### config.mk
export PLATFORM = sky130hd
export DESIGN_NAME = aal1_sn_tracker
export DESIGN_NICKNAME = d
export VERILOG_FILES = /design/src/rtl/aal1_sn_pkg.sv /design/src/rtl/aal1_sn_match.sv /design/src/rtl/aal1_sn_timer.sv /design/src/rtl/aal1_sn_tracker.sv
export SDC_FILE = /design/constraint.sdc
export NUM_CORES = 1
export LEC_CHECK = 0
export BUFFER_PORTS_ARGS = -buffer_cell sky130_fd_sc_hd__buf_2
export CELL_PAD_IN_SITES_DETAIL_PLACEMENT = 1
export CELL_PAD_IN_SITES_GLOBAL_PLACEMENT = 1
export CORE_ASPECT_RATIO = 0.9
export CORE_UTILIZATION = 48
export DETAILED_ROUTE_END_ITERATION = 16
export MAX_ROUTING_LAYER = met4
export PLACE_DENSITY = 0.94
export SLEW_MARGIN = 15
export SYNTH_ARGS = -nofsm -noshare
export SYNTH_HDL_FRONTEND = slang
export SYNTH_SLANG_ARGS = --single-unit
### constraint.sdc
create_clock -name clk -period 7.2 [get_ports clk]
set_clock_uncertainty 0.1 [all_clocks]
set_input_delay 1.44 -clock clk [delete_from_list [all_inputs] [get_ports clk]]
set_output_delay 1.44 -clock clk [all_outputs]
set_load 0.01 [all_outputs]
### src/rtl/aal1_sn_pkg.sv
package aal1_sn_pkg;

  typedef enum logic [2:0] {
    ST_HUNT      = 3'd0,
    ST_LOCK      = 3'd1,
    ST_RECOVER   = 3'd2,
    ST_LOST_SYNC = 3'd3,
    ST_LATE_WAIT = 3'd4
  } sn_state_e;

  typedef struct packed {
    logic acc;
    logic dis;
    logic ins;
    logic lost;
    logic mis;
    logic late;
    logic serr;
  } sn_verdict_t;

endpackage

### src/rtl/aal1_sn_match.sv
module aal1_sn_match #(
  parameter int SN_W = 3
) (
  input  logic [SN_W-1:0] cell_sn,
  input  logic [SN_W-1:0] exp_sn,
  input  logic [SN_W-1:0] last_sn,
  input  logic [SN_W-1:0] orig_sn,
  output logic [SN_W-1:0] sn_p1,
  output logic [SN_W-1:0] exp_p1,
  output logic            hit_exp,
  output logic            hit_exp_p1,
  output logic            hit_last_p1,
  output logic            hit_orig,
  output logic            hit_orig_p1
);
  localparam logic [SN_W-1:0] ONE = SN_W'(1);

  // all sums wrap at the count width
  always_comb begin
    sn_p1       = cell_sn + ONE;
    exp_p1      = exp_sn + ONE;
    hit_exp     = (cell_sn == exp_sn);
    hit_exp_p1  = (cell_sn == exp_p1);
    hit_last_p1 = (cell_sn == last_sn + ONE);
    hit_orig    = (cell_sn == orig_sn);
    hit_orig_p1 = (cell_sn == orig_sn + ONE);
  end
endmodule

### src/rtl/aal1_sn_timer.sv
module aal1_sn_timer #(
  parameter int TMR_W = 16
) (
  input  logic             clk,
  input  logic             rst_n,
  input  logic             load,
  input  logic [TMR_W-1:0] load_val,
  input  logic             dec,
  output logic             zero
);
  logic [TMR_W-1:0] cnt_q;
  logic [TMR_W-1:0] cnt_d;
  logic             cnt_en;

  always_comb begin
    cnt_en = load | dec;
    cnt_d  = load ? load_val : cnt_q - TMR_W'(1);
  end

  always_ff @(posedge clk or negedge rst_n) begin
    if (!rst_n)      cnt_q <= '0;
    else if (cnt_en) cnt_q <= cnt_d;
  end

  assign zero = (cnt_q == '0);
endmodule

### src/rtl/aal1_sn_tracker.sv
module aal1_sn_tracker
  import aal1_sn_pkg::*;
#(
  parameter int SN_W  = 3,
  parameter int TMR_W = 16
) (
  input  logic             clk,
  input  logic             rst_n,
  input  logic             cell_vld,
  input  logic [SN_W-1:0]  cell_sn,
  input  logic             sn_ok,
  input  logic [TMR_W-1:0] tmo_cycles,
  output logic             cell_accept,
  output logic             cell_discard,
  output logic             insert_dummy,
  output logic             lost_pulse,
  output logic             misins_pulse,
  output logic             late_pulse,
  output logic             seq_err_pulse
);
  sn_state_e   st_q, st_d;
  logic [SN_W-1:0] exp_q, exp_d, last_q, last_d, orig_q, orig_d;
  sn_verdict_t vd_d, vd_q;

  logic [SN_W-1:0] sn_p1, exp_p1;
  logic hit_exp, hit_exp_p1, hit_last_p1, hit_orig, hit_orig_p1;
  logic tmr_zero, tmr_load, tmr_dec, expire, ctx_en;

  aal1_sn_match #(.SN_W(SN_W)) u_match (
    .cell_sn     (cell_sn),
    .exp_sn      (exp_q),
    .last_sn     (last_q),
    .orig_sn     (orig_q),
    .sn_p1       (sn_p1),
    .exp_p1      (exp_p1),
    .hit_exp     (hit_exp),
    .hit_exp_p1  (hit_exp_p1),
    .hit_last_p1 (hit_last_p1),
    .hit_orig    (hit_orig),
    .hit_orig_p1 (hit_orig_p1)
  );

  aal1_sn_timer #(.TMR_W(TMR_W)) u_timer (
    .clk      (clk),
    .rst_n    (rst_n),
    .load     (tmr_load),
    .load_val (tmo_cycles),
    .dec      (tmr_dec),
    .zero     (tmr_zero)
  );

  // timeout only counts while locked and idle
  assign expire   = (st_q == ST_LOCK) && !cell_vld && tmr_zero;
  assign tmr_dec  = (st_q == ST_LOCK) && !cell_vld && !tmr_zero;
  assign tmr_load = cell_vld && (st_d == ST_LOCK);
  assign ctx_en   = cell_vld | expire;

  // next-state and verdict
  always_comb begin
    st_d   = st_q;
    exp_d  = exp_q;
    last_d = last_q;
    orig_d = orig_q;
    vd_d   = '0;
    if (expire) begin
      vd_d.ins = 1'b1;
      orig_d   = exp_q;
      exp_d    = exp_p1;
      st_d     = ST_LATE_WAIT;
    end else if (cell_vld) begin
      unique case (st_q)
        ST_HUNT: begin
          if (sn_ok) begin
            vd_d.acc = 1'b1;
            exp_d    = sn_p1;
            st_d     = ST_LOCK;
          end else begin
            vd_d.dis = 1'b1;
          end
        end
        ST_LOCK: begin
          if (!sn_ok) begin
            vd_d.dis = 1'b1;
          end else if (hit_exp) begin
            vd_d.acc = 1'b1;
            exp_d    = sn_p1;
          end else begin
            vd_d.dis = 1'b1;
            last_d   = cell_sn;
            st_d     = ST_RECOVER;
          end
        end
        ST_RECOVER: begin
          vd_d.dis = 1'b1;
          if (!sn_ok) begin
            st_d = ST_HUNT;
          end else if (hit_last_p1) begin
            vd_d.dis  = 1'b0;
            vd_d.acc  = 1'b1;
            vd_d.lost = 1'b1;
            exp_d     = sn_p1;
            st_d      = ST_LOCK;
          end else if (hit_exp) begin
            vd_d.mis = 1'b1;
            exp_d    = sn_p1;
            st_d     = ST_LOCK;
          end else if (hit_exp_p1) begin
            exp_d = sn_p1;
            st_d  = ST_LOCK;
          end else begin
            st_d = ST_LOST_SYNC;
          end
        end
        ST_LOST_SYNC: begin
          vd_d.dis = 1'b1;
          st_d     = ST_HUNT;
        end
        ST_LATE_WAIT: begin
          vd_d.dis = 1'b1;
          if (!sn_ok) begin
            st_d = ST_HUNT;
          end else if (hit_orig_p1) begin
            vd_d.dis  = 1'b0;
            vd_d.acc  = 1'b1;
            vd_d.lost = 1'b1;
            vd_d.serr = 1'b1;
            exp_d     = sn_p1;
            st_d      = ST_LOCK;
          end else if (hit_orig) begin
            vd_d.late = 1'b1;
            st_d      = ST_LOCK;
          end else begin
            vd_d.serr = 1'b1;
            st_d      = ST_LOST_SYNC;
          end
        end
        default: st_d = ST_HUNT;
      endcase
    end
  end

  // registers
  always_ff @(posedge clk or negedge rst_n) begin
    if (!rst_n) begin
      st_q <= ST_HUNT;
      vd_q <= '0;
    end else begin
      st_q <= st_d;
      vd_q <= vd_d;
    end
  end

  always_ff @(posedge clk or negedge rst_n) begin
    if (!rst_n) begin
      exp_q  <= '0;
      last_q <= '0;
      orig_q <= '0;
    end else if (ctx_en) begin
      exp_q  <= exp_d;
      last_q <= last_d;
      orig_q <= orig_d;
    end
  end

  assign cell_accept   = vd_q.acc;
  assign cell_discard  = vd_q.dis;
  assign insert_dummy  = vd_q.ins;
  assign lost_pulse    = vd_q.lost;
  assign misins_pulse  = vd_q.mis;
  assign late_pulse    = vd_q.late;
  assign seq_err_pulse = vd_q.serr;
endmodule

# == Word-level counts from Yosys, hierarchy flattened ==
# Cells that the tools add are included.
# totals
ff_bits,35
elab_cells,107
# classes
addsub,5
n_eq_ne,17
muxes,56
bitwise,4
n_reduce_logical,13
# ops
op,n
3-bit two-way mux,19
2-bit two-way mux,13
3-bit one-hot mux with 4 select lines,2
3-bit != test (second input constant),6
16-bit logical NOT,1
1-bit two-way mux,16
16-bit two-way mux,1
16-bit by 1-bit subtractor with 16-bit output (second input constant),1
3-bit equality test,5
3-bit by 1-bit adder with 3-bit output (second input constant),4
10-bit AND reduction,1
4-bit two-way mux,2
3-bit by 1-bit equality test with 1-bit output (second input constant),2
3-bit by 2-bit equality test with 1-bit output (second input constant),2
6-bit AND reduction,1
5-bit != test (second input constant),1
1-bit one-hot mux with 5 select lines,1
5-bit nonzero test,1
1-bit logical AND,4
1-bit one-hot mux with 4 select lines,1
3-bit equality test (second input constant),1
3-bit logical NOT,1
1-bit logical NOT,2
1-bit NOT,2
4 further kinds,5

# == Longest topological paths before layout ==
# Gate-level depths: netlist of run 1.
# depth
ltp_word,12
ltp_mapped,9

# == By module ==
# Synthesis of run 1 repeated with hierarchy kept, for this count alone.
# hier_totals
cells_unflattened,209
hier_area_um2,2203.4
# by_module_without_submodules
module,instances,cells_per_inst,area_each_um2
aal1_sn_tracker,1,83,975.9
aal1_sn_timer,1,98,947.2
aal1_sn_match,1,28,280.3

# == Worst setup path after synthesis of run 1 ==
# OpenSTA, ideal clock, no wires.
# synth_path
path_kind,input to register
start,input port cell_sn[2]
end,register u_timer.cnt_q[15]
setup_time_ps,126
arrival_time_ps,3207
slack_ps,3767
cell_stages,8
path_cell_list,buf_6 > xor3_1 > nor3_2 > nor3b_1 > or3_1 > buf_6 > and2_4 > a221o_1
# synth_via
elab_chain_len,11
elab_cells_between_ends,21
# synth_lines
item,line,text
start: declaration,aal1_sn_tracker.sv:10,"input logic [SN_W-1:0] cell_sn,"
3-bit equality test,aal1_sn_match.sv:23,hit_exp_p1 = (cell_sn == exp_p1);
2-bit two-way mux,aal1_sn_tracker.sv:107,end else if (hit_exp_p1) begin
3-bit two-way mux,aal1_sn_tracker.sv:103,end else if (hit_exp) begin
3-bit two-way mux,aal1_sn_tracker.sv:97,end else if (hit_last_p1) begin
3-bit two-way mux,aal1_sn_tracker.sv:95,if (!sn_ok) begin
3-bit one-hot mux with 4 select lines *,aal1_sn_tracker.sv:71,unique case (st_q)
3-bit two-way mux *,aal1_sn_tracker.sv:70,end else if (cell_vld) begin
3-bit two-way mux *,aal1_sn_tracker.sv:65,if (expire) begin
3-bit by 1-bit equality test with 1-bit output *,aal1_sn_tracker.sv:55,assign tmr_load = cell_vld && (st_d == ST_LOCK);
1-bit logical AND *,aal1_sn_tracker.sv:55,
16-bit two-way mux / 1-bit OR (equally long branches),"aal1_sn_timer.sv:17, aal1_sn_timer.sv:16",
end signal: assignment,aal1_sn_timer.sv:22,else if (cnt_en) cnt_q <= cnt_d;
end: declaration,aal1_sn_timer.sv:11,logic [TMR_W-1:0] cnt_q;
# Mark *: on every way between the ends. The rest lies on a longest branch, timed or not.
# A chain may end at the register's enable or synchronous reset.

# == Final worst setup path of run 1 ==
# layout_path
start,input port cell_sn[2]
end,register u_timer.cnt_q[3]
# The elaborated chain is that of the path after synthesis.

==> flow_summary.ini, run 1 <==
[floorplan]
io_pins = 30
die_y_um = 67.4
die_x_um = 74.7
start_util_pct = 50.5
rows = 23
dieArea_um2 = 5030
core_region_area_um2 = 4520

[worst_setup_path]
criticalPathCategory = input pin to flop
required_ns = 7.29
crit_fanout = 20
cp.arrival_ns = 3.90
end_kind = flop
cp-start-kind = input pin

[cts]
clockBufferDepth = 2
post_cts_buffers = 0
cts-hold-fix-buffers = 0
root_buffer = clkbuf_8
tritoncts = done
clock_sinks = 35
cts_resized = 0
cts_buffers = 5
clk_latency_ns = 0.30
htree_levels = 2
path_clk_slew_ns = 0.08

[power]
p_sw_uw = 394
power_frac_clock_pct = 15.8
switching_share_pct = 43.8
p_comb_share_pct = 44.2
seqPwrFrac_pct = 40.1
p_int_uw = 505
max-vdd-ir-drop_v = 0.000137
power_leakage_uw = 0.00112
power_density_nw_per_um2 = 355
power_uw = 899

[placed_design]
preCtsSetupSlack_ns = 3.08
io_buffers = 29
gp_congestion = 0.915
postPlaceCellArea_um2 = 2450
place_hpwl_mm = 4.82

[worst_hold_path]
hold_class = flop to flop

[route]
via_per_inst = 6.39
drtIter0Drc = 167
wl_per_cell_um = 20.4
drc = 0
num_vias = 2142
wl_mm = 6.82
antenna_left = 0
drt-pass1-iter-count = 4

[global_route]
grt_max_degree = 36
globalRouteOverflowTotal = 0
grt_usage_pct = 30.2
grt_pass1_vias = 2188
antenna_found_initial = 0
grt_pass1_wl_mm = 10.9

[synth]
ys_async_sr_fraction_pct = 100
ys_types = 55
synth-main-ff-cell = dfrtp_1
syn-instance-count = 246
synth_seq_cells = 35
synth_nets = 274
syn-cell-area_um2 = 2280
avgSynthCellArea_um2 = 9.27
synth-edff-count = 0
seq_area_frac_synth_pct = 38.4
synth_warnings = 0

[sta]
fin_crit_sh_pct = 53.0
finalCriticalPeriod_ns = 3.82
timing.final.ws_setup_ns = 3.38
max_freq_ghz = 0.262
rsz0062_at_grt = no
final.setup.tns_ns = 0
slew_violations = 0
setup_viol = 0
hold_viol = 0
hold_ws_ns = 0.452
max_slew_margin_pct = 28.4
tightest_slew_ns = 1.07

[finish]
stdcell_area_um2 = 2530
n_fill_cell = 552
drive_gt1_share_pct = 21.2
synthToLayoutAreaGrowth_pct = 11.1
diodes = 0
layout.nets = 300

[run_status]
run_status = complete, no violations

[job]
max-cap-violations = 0
## cell families after synthesis
family,Yosys count,synth area share [%]
muxes,5,2.47
DFF,35,38.4
AOI/OAI and AO/OA,63,18.9
and+or+nand+nor,102,25.3
adders and majority gates,5,2.74
buffers and inverters,21,4.55
xor gates and xnor gates,15,7.68
## stage by stage
stage,util (%),cells
after floorplan,-,246
after global placement,54.2,327
after detailed placement,54.2,327
after CTS,56.1,335
after global routing,56.1,335
final,56.1,335
## power groups by stage
| stage | Clock (µW) | Sequential (µW) | Combinational [µW] |
|---|---|---|---|
| detailed placement | 0 | 358 | 385 |
| CTS | 143 | 356 | 396 |
| global placement | 0 | 348 | 354 |
| global route | 150 | 372 | 434 |
| floorplan | 0 | 326 | 307 |
| finish | 142 | 360 | 397 |
## path summary, 6_finish.rpt
kind	startpoint	end	slack, ns	depth (start not counted)
min in group asynchronous	rst_n	cell_discard$_DFF_PN0_	1.14	1
min reg2reg	last_q[2]$_DFFE_PN0P_	last_q[2]$_DFFE_PN0P_	0.45	1
min	last_q[2]$_DFFE_PN0P_	last_q[2]$_DFFE_PN0P_	0.45	1
max in group asynchronous	rst_n	u_timer.cnt_q[15]$_DFFE_PN0P_	5.34	1
max reg2reg	st_q[1]$_DFF_PN0_	u_timer.cnt_q[3]$_DFFE_PN0P_	4.08	5
max	cell_sn[2]	u_timer.cnt_q[3]$_DFFE_PN0P_	3.38	6
## layout by cell type (no fill, tap or decap), types with 8 or more instances in the layout
cell type / n
buf_2: 29
inv_1: 10
nor2_1: 15
nand2_1: 28
nand3_1: 8
a21oi_1: 15
o21ai_0: 14
dfrtp_1: 35
## routing by layer
layer	GRT usage [%]	up-vias	part of all wire [%]
met4	14.9	0	2.6
li1	-	964	-
met3	5.07	21	5.6
met1	38.6	1067	43
met2	46.5	90	49
met5	-	-	0
## layout make-up
class,count,area [µm²],share of cell area [%]
Multi-Input combinational cell,190,1310,51.7
Sequential cell,35,876,34.6
Timing Repair Buffer,29,145,5.73
Tap cell,62,77.6,3.06
Clock buffer,5,68.8,2.72
Inverter,11,41.3,1.63
Clock inverter,3,15.0,0.593
## state kept, by name, summed over array words and instances (netlist names)
name           count
insert_dummy       1
u_timer.cnt_q     16
st_q               3
orig_q             3
lost_pulse         1
exp_q              3
last_q             3
late_pulse         1
cell_discard       1
cell_accept        1
seq_err_pulse      1
misins_pulse       1
## synth_stat cells, types with 3 or more instances
master,instances,area [µm²]
xor2_1,6,52.6
or4_1,6,45.0
nor3_2,3,30.0
a21o_1,3,22.5
nor3b_1,3,22.5
o21ai_0,14,70.1
nor3_1,6,30.0
or3_1,6,37.5
mux2_2,4,45.0
nor2_1,15,56.3
inv_1,10,37.5
buf_2,4,20.0
a221oi_1,3,26.3
nand3_1,8,40.0
a21oi_1,15,75.1
ha_1,5,62.6
xnor2_1,6,52.6
and3_1,5,31.3
a221o_1,5,50.1
nand2_1,28,105
dfrtp_1,35,876
o31ai_1,6,45.0
nor4_1,6,37.5
## worst max-delay path: stages
cell,delay (ns)
buf_2,0.20
xor3_1,0.45
nor3_2,0.30
nor3b_1,0.15
nor4_4,0.95
mux2_1,0.40
No activity file was read; power rests on OpenSTA's default activity.
==> run 2: changes to the inputs <==
--- a/config.mk
+++ b/config.mk
@@ -9,10 +9,10 @@
 export CELL_PAD_IN_SITES_DETAIL_PLACEMENT = 1
 export CELL_PAD_IN_SITES_GLOBAL_PLACEMENT = 1
 export CORE_ASPECT_RATIO = 0.9
-export CORE_UTILIZATION = 48
+export CORE_UTILIZATION = 44
 export DETAILED_ROUTE_END_ITERATION = 16
 export MAX_ROUTING_LAYER = met4
-export PLACE_DENSITY = 0.94
+export PLACE_DENSITY = 0.88
 export SLEW_MARGIN = 15
 export SYNTH_ARGS = -nofsm -noshare
 export SYNTH_HDL_FRONTEND = slang
==> constraint.sdc (replaced) <==
create_clock -name clk -period 4 [get_ports clk]
set_clock_uncertainty 0.1 [all_clocks]
set_input_delay 0.8 -clock clk [delete_from_list [all_inputs] [get_ports clk]]
set_output_delay 0.8 -clock clk [all_outputs]
set_load 0.01 [all_outputs]
==> run 2 against run 1 <==
  * Utilization is 3.9 points lower
  * Power rose by 81%
  * Critical path depth is 2 higher
  * Routed wire length is 7.4% lower
  * First-iteration DRC count fell by 10%
  * Largest cell class unchanged
  * Via count is 4.1% lower
  * Non-clock buffer count rose by 2
  * Final cell count increased by 1.5%
  * Clock power rose by 100%
==> flow_summary.ini, run 2 (synthesis results as in run 1) <==
[cts]
clk_latency_ns = 0.30
htree_levels = 2
root_buffer = clkbuf_8
cts_buffers = 5
cts_resized = 0
path_clk_slew_ns = 0.07
clockBufferDepth = 2
cts-hold-fix-buffers = 0
clock_sinks = 35
tritoncts = done
post_cts_buffers = 0

[worst_setup_path]
end_kind = flop
cp.arrival_ns = 2.99
criticalPathCategory = flop to flop
required_ns = 4.10
path_cells = inv_1, ha_1, or3b_1, or4_4, o21ai_2, and2_4, nor3_1, o31ai_1
critPathSlowestCell = or4_4
crit_buf_inv = 1
cpLargestDelayFamily = simple AND/OR/NAND/NOR gates
cp-start-kind = flop
max_stage_delay_ns = 0.56
crit_fanout = 11

[route]
wl_mm = 6.32
drtIter0Drc = 150
antenna_left = 0
wl_per_cell_um = 18.6
num_vias = 2054
via_per_inst = 6.04
drc = 0
drt-pass1-iter-count = 4

[finish]
drive_gt1_share_pct = 21.5
final_common_cell = dfrtp_1
final_cells = 340
synthToLayoutAreaGrowth_pct = 12.6
diodes = 0
regMostFlops = u_timer.cnt_q
largest_reg_flops = 16
layout.nets = 302
stdcell_area_um2 = 2570
layout_common_cells = dfrtp_1 (35), buf_2 (29), nand2_1 (28)

[worst_hold_path]
hold_class = flop to flop

[placed_design]
gp_congestion = 0.888
postPlaceCellArea_um2 = 2470
place_hpwl_mm = 4.47
dp_cells = 332
io_buffers = 29

[global_route]
grt_usage_pct = 26.2
grt_pass1_vias = 2123
globalRouteOverflowTotal = 0
use_met2_pct = 40.8
met1_usage_pct = 36.0
grt_pass1_wl_mm = 10.8
gr-max-usage-layer = met2
grt_use_met3_pct = 3.92
antenna_found_initial = 0
grt_max_degree = 36

[floorplan]
core_region_area_um2 = 4920
io_pins = 30
start_util_pct = 46.3
die_x_um = 77.9
die_y_um = 70.3
dieArea_um2 = 5480
rows = 24

[sta]
max_freq_ghz = 0.346
fin_crit_sh_pct = 72.3
finalCriticalPeriod_ns = 2.89
slew_violations = 0
rsz0062_at_grt = no
tightest_slew_ns = 0.883
max_slew_margin_pct = 40.8
hold_viol = 0
setup_viol = 0
final.setup.tns_ns = 0

[power]
power_leakage_uw = 0.00114
max-vdd-ir-drop_v = 0.000248
power_uw = 1630
power_density_nw_per_um2 = 634

[job]
max-cap-violations = 0

[run_status]
run_status = complete, no violations
-- run 2: cell count changes in the layout (fill, tap and decap cells not counted) --
| cell | change |
|---|---|
| buf_4 | +2 |
| clkbuf_1 | +1 |
| clkbuf_8 | +2 |
| clkinv_2 | -3 |
-- run 2: per-layer routing --
metal  wire [µm]  vias up
met1        3020     1028
met3         263       10
met5           0        -
li1            -      973
met4          78        0
met2        2960       43
-- run 2: power breakdown --
part / internal, µW / switching, µW / total (µW)
logic: 318 / 379 / 697
clock network: 157 / 134 / 291
registers: 478 / 163 / 641
total: 953 / 676 / 1630
-- run 2: worst paths after layout --
path                            slack, ns                            end  depth (start not counted)                    startpoint
worst max register to register       1.11  u_timer.cnt_q[10]$_DFFE_PN0P_                          8  u_timer.cnt_q[1]$_DFFE_PN0P_
worst max-delay path                 1.11  u_timer.cnt_q[10]$_DFFE_PN0P_                          8  u_timer.cnt_q[1]$_DFFE_PN0P_
min in group asynchronous            0.49          orig_q[2]$_DFFE_PN0P_                          1                         rst_n
max in group asynchronous            2.80          cell_accept$_DFF_PN0_                          1                         rst_n
worst min register to register       0.43          last_q[1]$_DFFE_PN0P_                          1         last_q[1]$_DFFE_PN0P_
worst min-delay path                 0.43          last_q[1]$_DFFE_PN0P_                          1         last_q[1]$_DFFE_PN0P_
-- run 2: metrics by stage --
stage | worst slack, ns | util [%] | hold WS, ns
floorplan | 1.21 | - | 0.384
global placement | 0.943 | 50.1 | 0.408
detailed placement | 0.848 | 50.1 | 0.423
CTS | 1.15 | 52.2 | 0.433
global route | 0.955 | 52.2 | 0.440
finish | 1.11 | 52.2 | 0.429
-- run 2: cell type report --
class / instances / area [µm²]
fillers: 586 / 2360
multi-input cells: 190 / 1310
flip-flops and latches: 35 / 876
repair buffers: 31 / 160
clock buffers: 8 / 100
well taps: 65 / 81.3
inverters: 11 / 41.3
